--- config.mk ---
export PLATFORM = sky130hd
export DESIGN_NAME = irq_bank_ctrl
export DESIGN_NICKNAME = d
export VERILOG_FILES = /design/src/rtl/irq_bank_pkg.sv /design/src/rtl/irq_bank_enable.sv /design/src/rtl/irq_next_scan.sv /design/src/rtl/irq_bank_ctrl.sv
export SDC_FILE = /design/constraint.sdc
export NUM_CORES = 1
export LEC_CHECK = 0
export BUFFER_PORTS_ARGS = -buffer_cell sky130_fd_sc_hd__buf_2
export CORE_ASPECT_RATIO = 1.5
export CORE_MARGIN = 1
export CORE_UTILIZATION = 40
export CTS_BUF_LIST = sky130_fd_sc_hd__clkbuf_8 sky130_fd_sc_hd__clkbuf_16
export CTS_CLUSTER_SIZE = 8
export DETAILED_ROUTE_END_ITERATION = 12
export SETUP_SLACK_MARGIN = 0.15
export SLEW_MARGIN = 20
export SYNTH_ARGS = -nofsm -noshare
export SYNTH_HDL_FRONTEND = slang
export SYNTH_SLANG_ARGS = --single-unit
--- constraint.sdc ---
create_clock -name clk -period 3.35 [get_ports clk]
set_input_delay 0 -clock clk [delete_from_list [all_inputs] [get_ports clk]]
set_output_delay 0 -clock clk [all_outputs]
set_load 0.02 [all_outputs]
--- src/rtl/irq_bank_pkg.sv ---
`timescale 1ns/1ps
package irq_bank_pkg;

    localparam int BASIC_W   = 8;
    localparam int GEN_W     = 32;
    localparam int GEN_BANKS = 2;
    localparam int NUM_BANKS = GEN_BANKS + 1;
    localparam int NUM_SRC   = BASIC_W + GEN_BANKS * GEN_W;
    localparam int IDX_W     = $clog2(NUM_SRC);
    localparam int DATA_W    = 32;
    localparam int ADDR_W    = 6;

    // register word slots; software decodes these positions
    typedef enum logic [ADDR_W-1:0] {
        SLOT_PEND_BASIC = 6'd0,
        SLOT_PEND_G1    = 6'd1,
        SLOT_PEND_G2    = 6'd2,
        SLOT_FAST_STORE = 6'd3,
        SLOT_SET_G1     = 6'd4,
        SLOT_SET_G2     = 6'd5,
        SLOT_SET_BASIC  = 6'd6,
        SLOT_CLR_G1     = 6'd7,
        SLOT_CLR_G2     = 6'd8,
        SLOT_CLR_BASIC  = 6'd9
    } reg_slot_e;

    localparam logic [ADDR_W-1:0] LAST_SLOT = SLOT_CLR_BASIC;

    function automatic int bank_width(input int b);
        return (b == 0) ? BASIC_W : GEN_W;
    endfunction

    function automatic int bank_base(input int b);
        return (b == 0) ? 0 : BASIC_W + (b - 1) * GEN_W;
    endfunction

    function automatic logic [ADDR_W-1:0] pend_slot(input int b);
        return ADDR_W'(b);
    endfunction

    function automatic logic [ADDR_W-1:0] set_slot(input int b);
        return (b == 0) ? SLOT_SET_BASIC : ADDR_W'(SLOT_SET_G1 + b - 1);
    endfunction

    function automatic logic [ADDR_W-1:0] clr_slot(input int b);
        return (b == 0) ? SLOT_CLR_BASIC : ADDR_W'(SLOT_CLR_G1 + b - 1);
    endfunction

endpackage

--- src/rtl/irq_bank_enable.sv ---
`timescale 1ns/1ps
module irq_bank_enable #(
    parameter int W = 32
) (
    input  logic         clk,
    input  logic         rst_n,
    input  logic         set_stb,
    input  logic         clr_stb,
    input  logic [W-1:0] wmask,
    output logic [W-1:0] en_q
);

    always_ff @(posedge clk) begin
        if (!rst_n)
            en_q <= '0;
        else if (clr_stb)
            en_q <= en_q & ~wmask;
        else if (set_stb)
            en_q <= en_q | wmask;
    end

    // written ones become enabled
    a_r3_set_bits_on: assert property (@(posedge clk) disable iff (!rst_n)
        (set_stb && !clr_stb) |=> ((en_q & $past(wmask)) == $past(wmask)));

    // zero bits of the mask keep their value
    a_r3_zero_bits_kept: assert property (@(posedge clk) disable iff (!rst_n)
        (set_stb || clr_stb) |=> ((en_q & ~$past(wmask)) == ($past(en_q) & ~$past(wmask))));

    // written ones become disabled
    a_r4_clr_bits_off: assert property (@(posedge clk) disable iff (!rst_n)
        clr_stb |=> ((en_q & $past(wmask)) == '0));

    // no strobe, no change
    a_r6_hold_without_strobe: assert property (@(posedge clk) disable iff (!rst_n)
        (!set_stb && !clr_stb) |=> $stable(en_q));

endmodule

--- src/rtl/irq_next_scan.sv ---
`timescale 1ns/1ps
module irq_next_scan #(
    parameter int N     = 72,
    parameter int IDX_W = 7
) (
    input  logic [N-1:0]      pend,
    input  logic signed [7:0] last,
    output logic              hit,
    output logic [IDX_W-1:0]  idx
);

    int          start;
    logic [N-1:0] cand;

    always_comb begin
        start = int'(last) + 1;
        if (start < 0)
            start = 0;
        for (int i = 0; i < N; i++)
            cand[i] = pend[i] && (i >= start);
    end

    // lowest set candidate wins: walk from the top down
    always_comb begin
        hit = 1'b0;
        idx = '1;
        for (int i = N - 1; i >= 0; i--) begin
            if (cand[i]) begin
                hit = 1'b1;
                idx = IDX_W'(i);
            end
        end
    end

endmodule

--- src/rtl/irq_bank_ctrl.sv ---
`timescale 1ns/1ps
module irq_bank_ctrl
    import irq_bank_pkg::*;
(
    input  logic                    clk,
    input  logic                    rst_n,
    input  logic [NUM_SRC-1:0]      src_lvl,
    input  logic [ADDR_W-1:0]       reg_addr,
    input  logic                    reg_wen,
    input  logic [DATA_W-1:0]       reg_wdata,
    output logic [DATA_W-1:0]       reg_rdata,
    output logic                    irq_out,
    input  logic signed [7:0]       scan_last,
    output logic                    scan_hit,
    output logic [IDX_W-1:0]        scan_idx
);

    logic [NUM_SRC-1:0]             en_all;
    logic [NUM_SRC-1:0]             pend_all;
    logic [DATA_W-1:0]              fast_q;
    logic [NUM_BANKS-1:0][DATA_W-1:0] en_word;
    logic [NUM_BANKS-1:0][DATA_W-1:0] pend_word;
    logic                           irq_q;

    assign pend_all = src_lvl & en_all;

    // one enable register per bank
    for (genvar b = 0; b < NUM_BANKS; b++) begin : g_bank
        localparam int BW   = bank_width(b);
        localparam int BASE = bank_base(b);

        logic [BW-1:0] en_b;
        logic          set_b;
        logic          clr_b;

        assign set_b = reg_wen && (reg_addr == set_slot(b));
        assign clr_b = reg_wen && (reg_addr == clr_slot(b));

        irq_bank_enable #(.W(BW)) u_en (
            .clk     (clk),
            .rst_n   (rst_n),
            .set_stb (set_b),
            .clr_stb (clr_b),
            .wmask   (reg_wdata[BW-1:0]),
            .en_q    (en_b)
        );

        assign en_all[BASE +: BW] = en_b;
        assign en_word[b]         = DATA_W'(en_b);
        assign pend_word[b]       = DATA_W'(pend_all[BASE +: BW]);
    end

    // fast-interrupt storage word
    always_ff @(posedge clk) begin
        if (!rst_n)
            fast_q <= '0;
        else if (reg_wen && reg_addr == SLOT_FAST_STORE)
            fast_q <= reg_wdata;
    end

    // read mux
    always_comb begin
        reg_rdata = '0;
        if (reg_addr == SLOT_FAST_STORE)
            reg_rdata = fast_q;
        for (int b = 0; b < NUM_BANKS; b++) begin
            if (reg_addr == pend_slot(b))
                reg_rdata = pend_word[b];
            if (reg_addr == set_slot(b) || reg_addr == clr_slot(b))
                reg_rdata = en_word[b];
        end
    end

    // registered request
    always_ff @(posedge clk) begin
        if (!rst_n)
            irq_q <= 1'b0;
        else
            irq_q <= |pend_all;
    end
    assign irq_out = irq_q;

    irq_next_scan #(.N(NUM_SRC), .IDX_W(IDX_W)) u_scan (
        .pend (pend_all),
        .last (scan_last),
        .hit  (scan_hit),
        .idx  (scan_idx)
    );

    // a request rises only if some enabled line was active the cycle before
    a_r9_rise_needs_pending: assert property (@(posedge clk) disable iff (!rst_n)
        $rose(irq_out) |-> $past(|(src_lvl & en_all)));

    // no enabled activity means the request is low next cycle
    a_r9_quiet_drops: assert property (@(posedge clk) disable iff (!rst_n)
        ((src_lvl & en_all) == '0) |=> !irq_out);

    // a reported line is really pending
    a_r10_hit_is_pending: assert property (@(posedge clk) disable iff (!rst_n)
        scan_hit |-> (scan_idx < IDX_W'(NUM_SRC)) && src_lvl[scan_idx] && en_all[scan_idx]);

    // none is encoded as all ones
    a_r11_none_code: assert property (@(posedge clk) disable iff (!rst_n)
        !scan_hit |-> (scan_idx == '1));

    // writes outside the map leave storage alone
    a_r8_outside_write_inert: assert property (@(posedge clk) disable iff (!rst_n)
        (reg_wen && reg_addr > LAST_SLOT) |=> ($stable(fast_q) && $stable(en_all)));

    // storage word changes only on a write to its slot
    a_r7_store_only_by_write: assert property (@(posedge clk) disable iff (!rst_n)
        !(reg_wen && reg_addr == SLOT_FAST_STORE) |=> $stable(fast_q));

endmodule

==> impl_metrics.env, run 1 <==
export IMPL_status="finished clean"
export IMPL_clockBufferDepth=2
export IMPL_clk_latency_ps=350
export IMPL_grt_pass1_vias=10400
export IMPL_timing_final_crit_share=0.950
export IMPL_timing_hold_violations_final=0
export IMPL_design_final_nets=1628
export IMPL_layoutNonFillerInstCount=1780
export IMPL_root_buffer="clkbuf_16"
export IMPL_grt_antenna_before_repair=2
export IMPL_worst_slew_pin_transition_ps=857
export IMPL_grt_max_degree=46
export IMPL_mappedNetlistArea_sq_um=8520
export IMPL_crit_type="input pin to primary output"
export IMPL_floorplan_initialDensity=0.406
export IMPL_core_area_sq_um=21000
export IMPL_p_leak_nw=4.67
export IMPL_global_route_usage_total=0.389
export IMPL_yosysUniqueCellTypes=92
export IMPL_fin_ws_ps=167
export IMPL_post_route_cells_drive_above_1_share=0.208
export IMPL_wl_per_cell_microns=24.0
export IMPL_synth_seq_cells=105
export IMPL_finalClockSkew_ps=12.3
export IMPL_syn_inst=1297
export IMPL_area_growth_syn_to_layout_pct=25.8
export IMPL_chipHeight_microns=181
export IMPL_grt_pass1_wl_mm=63.8
export IMPL_postSynth_asyncResetShare=0
export IMPL_place_area_sq_um=9920
export IMPL_drt_vias_per_instance=6.17
export IMPL_power_density_nw_per_um2=292
export IMPL_final_max_slew_violation_count=0
export IMPL_cap_viol_max_count=0
export IMPL_holdCritPathClass="input pin to flip-flop"
export IMPL_detail_route_wirelength_mm=42.7
export IMPL_synthesis_nets=1419
export IMPL_max_clock_freq_mhz=314
export IMPL_endpoint_kind="primary output"
export IMPL_placement_setup_worst_slack_ps=-155
export IMPL_cp_data_required_time_ps=3350
export IMPL_synthesis_yosys_warnings=0
export IMPL_remaining_drc_errors=0
export IMPL_cts_made_buffers=9
export IMPL_clock_sinks=105
export IMPL_port_buffers=161
export IMPL_cts_htree_levels=3
export IMPL_power_ir_vdd_worst_mv=0.457
export IMPL_layout_common_cells="nand2_1 (427), buf_2 (160), a21oi_1 (133)"
export IMPL_design_portCount=162
export IMPL_design_die_area_sq_um=21900
export IMPL_totalNegativeSetupSlack_ps=0
export IMPL_final_common_cell="nand2_1"
export IMPL_dp_cell_count=1728
export IMPL_globalRouteOverflowTotal=0
export IMPL_period_minus_slack_ps=3180
export IMPL_clkSlewWorstSetupHoldPaths_ps=70
export IMPL_global_route_usage_met1=0.453
export IMPL_grt_met2_usage=0.634
export IMPL_synthesis_area_per_instance_sq_um=6.57
export IMPL_globalRoute_busiestLayer="met2"
export IMPL_critical_path_cell_chain="buf_2 > nand2_1 > o31ai_4 > buf_4 > a21o_4 > a21oi_1 > nand2_1 > o2111ai_1 > a21oi_1 > a211oi_1 > o32ai_1 > buf_2"
export IMPL_largest_incremental_delay_on_the_critical_path_ps=610
export IMPL_cts_tree="done"
export IMPL_critPathLaunchType="input pin"
export IMPL_utilization=0.510
export IMPL_place_congestion=1.07
export IMPL_die_width_microns=121
export IMPL_detailroute_via_count=11000
export IMPL_first_pass_iters=5
export IMPL_dpl_hpwl_mm=32.5
export IMPL_fp_row_count=65
export IMPL_synth_sequential_area_ratio=0.247
export IMPL_drtAntennaViolNets=0
export IMPL_worst_path_arrival_time_ps=3180
export IMPL_slowest_cell_on_crit_path="o31ai_4"
export IMPL_final_design_area_no_fill_sq_um=10700
export IMPL_globalRouteMet3Util=0.0676
export IMPL_first_iter_violations=1058
export IMPL_synth_edf_count=0
export IMPL_worst_path_max_fanout=11
export IMPL_ys_dominant_reg_cell="dfxtp_1"
export IMPL_timing_slew_headroom=0.429
export IMPL_unrepaired_setup_endpoints_after_global_routing="yes"
export IMPL_setup_violations_final=0
[Yosys cell counts (all sizes together), types with 5 or more instances]
cell / n / area share
xnor2: 5 / 0.0082
a2bb2oi: 6 / 0.0062
nand2: 427 / 0.19
a21oi: 135 / 0.079
nand3: 28 / 0.018
o22ai: 5 / 0.0037
o21ai: 31 / 0.018
a41oi: 6 / 0.0071
nand4: 20 / 0.016
clkbuf: 48 / 0.021
nor2b: 8 / 0.0059
o31ai: 6 / 0.0085
nor3: 11 / 0.0071
dfxtp: 105 / 0.25
or3: 5 / 0.0037
a22oi: 25 / 0.022
or2: 5 / 0.0037
nor4: 7 / 0.0059
and3: 7 / 0.0051
o21a: 5 / 0.0044
a211oi: 8 / 0.0076
nand2b: 10 / 0.0073
a31oi: 22 / 0.019
a221o: 24 / 0.028
buf: 28 / 0.021
o211ai: 10 / 0.0088
a21o: 21 / 0.019
a21boi: 60 / 0.053
and2: 11 / 0.0081
inv: 10 / 0.0044
nor2: 117 / 0.052
[metal layers]
layer,vias up,share of wire,routed length [microns]
met1,5158,0.38,16100
met4,0,0.079,3390
met3,175,0.079,3360
li1,5053,-,-
met2,596,0.47,19900
met5,-,0,0
[worst paths after layout]
path                              startpoint          end  slack, ps  depth (start not counted)
worst min-delay path             src_lvl[31]      irq_out        110                          4
worst max-delay path            scan_last[5]  scan_idx[0]        170                         12
worst max register to register     flip-flop      irq_out       1610                          5
worst min register to register     fast_q[4]    fast_q[4]        470                          2
[worst max-delay path, delay by kind of cell]
| family | cells | cell delay (ps) |
|---|---|---|
| AOI/OAI and AO/OA | 7 | 1920 |
| and+or+nand+nor | 2 | 580 |
| buffers and inverters | 3 | 680 |
[kinds of logic (layout without fill, tap and decap cells)]
family                     Yosys count  count (layout)  share of synthesized area
and+or+nand+nor                    679             679                      0.345
AOI/OAI and AO/OA                  417             417                      0.346
DFF                                105             105                      0.247
buffers and inverters               86             298                     0.0467
xor gates and xnor gates             6               7                     0.0101
muxes                                3               3                    0.00411
adders and majority gates            1               1                    0.00147
other                                0               2                          0
[report_power, final]
| group | total [mW] | internal [mW] | switching [mW] |
|---|---|---|---|
| sequential | 1.27 | 1.26 | 0.00999 |
| combinational | 0.693 | 0.258 | 0.436 |
| clock | 1.16 | 0.693 | 0.470 |
| total | 3.12 | 2.21 | 0.915 |
[metrics by stage]
stage	total power, mW	hold slack (ps)
2_1_floorplan	1.61	139
3_3_place_gp	1.92	289
3_5_place_dp	1.92	300
4_1_cts	3.10	75.8
5_1_grt	3.22	101
6_report	3.12	111
[repair_timing]
item / 4_1_cts / 5_1_grt
gates resized for setup: 6 / 17
buffers inserted: 0 / 2
hold buffers: 32 / 0
setup endpoints to repair: 8 / 8
pin swaps: 0 / 5
cloned: 0 / 1
hold endpoints to repair: 99 / 0
[area by class of cell]
type | instances | area [sq um]
clock buffers | 11 | 253
clock inverters | 4 | 76.3
flip-flops and latches | 105 | 2100
fillers | 2233 | 10300
multi-input cells | 1107 | 6160
inverters | 10 | 37.5
well taps | 268 | 335
repair buffers | 273 | 1740
diodes | 2 | 5.00
Power figures use the tool's default switching activity.
==> inputs of run 2 (changes only) <==
ABC_AREA = 1   (was not set)
==> impl_metrics.env, run 2 <==
export IMPL_power_ir_vdd_worst_mv=0.353
export IMPL_grt_max_degree=106
export IMPL_grt_pass1_vias=9775
export IMPL_port_buffers=161
export IMPL_synth_top_area_cell="dfxtp_1"
export IMPL_chipHeight_microns=170
export IMPL_clock_sinks=105
export IMPL_floorplan_initialDensity=0.408
export IMPL_multi_input_area_sq_um=4760
export IMPL_holdCritPathClass="input pin to flip-flop"
export IMPL_drt_vias_per_instance=5.38
export IMPL_final_common_cell="nand2_1"
export IMPL_power_density_nw_per_um2=265
export IMPL_core_area_sq_um=18500
export IMPL_detail_route_wirelength_mm=33.7
export IMPL_timing_slew_headroom=0.253
export IMPL_crit_type="flip-flop to primary output"
export IMPL_yosys_area_share_simple=0.327
export IMPL_largest_incremental_delay_on_the_critical_path_ps=340
export IMPL_cts_htree_levels=3
export IMPL_wl_per_cell_microns=17.8
export IMPL_synthesis_nets=1410
export IMPL_design_final_nets=1755
export IMPL_yosysUniqueCellTypes=40
export IMPL_r2r_end="irq_out"
export IMPL_worst_r2r_path_depth=5
export IMPL_first_iter_violations=925
export IMPL_critPathMostFrequentCell="nand2_1"
export IMPL_fin_ws_ps=-1260
export IMPL_post_synth_mux_area_share=0
export IMPL_worst_path_arrival_time_ps=4610
export IMPL_fp_row_count=61
export IMPL_xor_xnor_share_of_the_synthesized_area=0.00232
export IMPL_synth_seq_cells=105
export IMPL_setup_violations_final=3
export IMPL_dpl_hpwl_mm=25.8
export IMPL_clockBufferDepth=2
export IMPL_design_portCount=162
export IMPL_number_of_diodes_added_for_antenna_fixing=0
export IMPL_remaining_drc_errors=0
export IMPL_endpoint_kind="primary output"
export IMPL_globalRouteOverflowTotal=0
export IMPL_cap_viol_max_count=0
export IMPL_synth_top_area_frac=0.278
export IMPL_post_route_cells_drive_above_1_share=0.264
export IMPL_final_design_area_no_fill_sq_um=10800
export IMPL_postSynth_asyncResetShare=0
export IMPL_unrepaired_setup_endpoints_after_global_routing="yes"
export IMPL_cell_depth_of_the_worst_hold_path=4
export IMPL_wl_met2_mm=16.4
export IMPL_place_area_sq_um=9840
export IMPL_synthesis_yosys_warnings=0
export IMPL_routedLengthMet1_mm=13.1
export IMPL_nFillCells=1940
export IMPL_worst_slew_pin_transition_ps=1120
export IMPL_synthTopCellsByCount="nand2_1 (334), inv_1 (188), nor2_1 (126)"
export IMPL_utilization=0.584
export IMPL_p_leak_nw=5.26
export IMPL_slowest_cell_on_crit_path="dfxtp_1"
export IMPL_max_clock_freq_mhz=217
export IMPL_routed_top_layer="met4"
export IMPL_violations="negative setup slack"
export IMPL_placement_setup_worst_slack_ps=-1330
export IMPL_most_common_cell_in_the_synthesized_netlist="nand2_1"
export IMPL_syn_inst=1288
export IMPL_cts_tree="done"
export IMPL_finalClockSkew_ps=10.3
export IMPL_clkSlewWorstSetupHoldPaths_ps=70
export IMPL_area_growth_syn_to_layout_pct=43.3
export IMPL_timing_final_crit_share=1.37
export IMPL_die_width_microns=114
export IMPL_synth_compound_area_share=0.265
export IMPL_synthesis_area_per_instance_sq_um=5.87
export IMPL_synth_top_family_by_area="simple AND/OR/NAND/NOR gates"
export IMPL_design_die_area_sq_um=19500
export IMPL_reg2reg_slack_ps=1430
export IMPL_power_mw=2.88
export IMPL_seqCellArea_sq_um=2100
export IMPL_cts_made_buffers=9
export IMPL_drtAntennaViolNets=0
export IMPL_mappedNetlistArea_sq_um=7560
export IMPL_cp_data_required_time_ps=3350
export IMPL_worst_path_max_fanout=2
export IMPL_synth_sequential_area_ratio=0.278
export IMPL_ys_dominant_reg_cell="dfxtp_1"
export IMPL_fin_worst_hold_slack_ps=76.3
export IMPL_grt_antenna_before_repair=0
export IMPL_clk_latency_ps=350
export IMPL_status="finished with violations"
export IMPL_detailroute_via_count=10200
export IMPL_place_congestion=1.04
export IMPL_layout_common_cells="nand2_1 (332), inv_1 (187), buf_4 (184)"
export IMPL_global_route_usage_total=0.347
export IMPL_cp_endpoint="scan_idx[0]"
export IMPL_grt_pass1_wl_mm=51.3
export IMPL_final_max_slew_violation_count=0
export IMPL_period_minus_slack_ps=4610
export IMPL_root_buffer="clkbuf_16"
export IMPL_synth_fa_ha_area_frac=0.00165
export IMPL_timing_hold_violations_final=0
export IMPL_first_pass_iters=5
export IMPL_met3RoutedLength_mm=2.17
export IMPL_critPathLaunchType="flip-flop"
export IMPL_synth_edf_count=0
export IMPL_ys_top_cells_by_area="dfxtp_1 (28%), nand2_1 (17%), inv_1 (9.3%), o21ai_0 (8.1%), a21oi_1 (7.5%)"
==> run 2: cell types whose count changed in the layout (fill, tap and decap cells not counted), moves of 16 or more <==
cell,before,now
a22oi_1,24,8
a21oi_1,133,110
inv_1,10,187
nor3_1,8,27
a221o_1,24,0
o2111ai_1,3,24
a21o_1,19,0
buf_4,79,184
nand2_1,427,332
a21boi_0,60,1
o21ai_0,26,117
==> run 2: logic make-up (layout without fill, tap and decap cells) <==
| logic type | Yosys count | in the layout |
|---|---|---|
| DFF | 105 | 105 |
| xor gates and xnor gates | 2 | 2 |
| AOI/OAI and AO/OA | 344 | 344 |
| buffers and inverters | 250 | 599 |
| adders and majority gates | 1 | 1 |
| and+or+nand+nor | 586 | 587 |
==> run 2: through the flow <==
step / setup TNS (ps) / cells
5_1_grt: -3740 / 1890
3_5_place_dp: -2050 / 1820
3_3_place_gp: -1930 / 1820
2_1_floorplan: -498 / 1288
6_report: -2450 / 1890
4_1_cts: -2100 / 1883
==> run 2: report_power, final <==
part	switching (mW)	internal, mW
sequential	0.00655	1.26
combinational	0.343	0.256
clock	0.506	0.506
total	0.855	2.02
==> run 2: worst min path at each step <==
stage                              from        end  slack, ps
after floorplan            reg_wdata[1]  flip-flop        100
after global placement    reg_wdata[18]  flip-flop        220
after detailed placement  reg_wdata[18]  flip-flop        230
after CTS                   src_lvl[71]    irq_out         70
after global routing        src_lvl[71]    irq_out        110
final                       src_lvl[71]    irq_out         80
==> run 2: area by class of cell <==
type	instances	area share
clock buffers	9	0.0208
clock inverters	7	0.00427
inverters	200	0.0695
multi-input cells	934	0.439
flip-flops and latches	105	0.194
well taps	252	0.0291
repair buffers	383	0.243
==> run 2: repair_timing <==
action | in CTS | in global routing
buffers inserted | 14 | 7
endpoints found under the hold margin | 88 | 0
gates cloned | 1 | 0
pin swaps | 15 | 10
endpoints found under the setup margin | 4 | 8
gates resized for setup | 39 | 21
hold buffers | 32 | 0
==> run 2: per-layer routing <==
layer  GRT usage  vias up
met5           0        -
met4       0.206        0
met3      0.0385       94
met2       0.596      431
met1       0.412     4662
li1            -     4981
==> run 2: worst max-delay path, delay by kind of cell, from the launching register on <==
family,cells,cell delay [ps]
AOI/OAI and AO/OA,1,50
buffers and inverters,2,290
and+or+nand+nor,65,3600
DFF,1,340
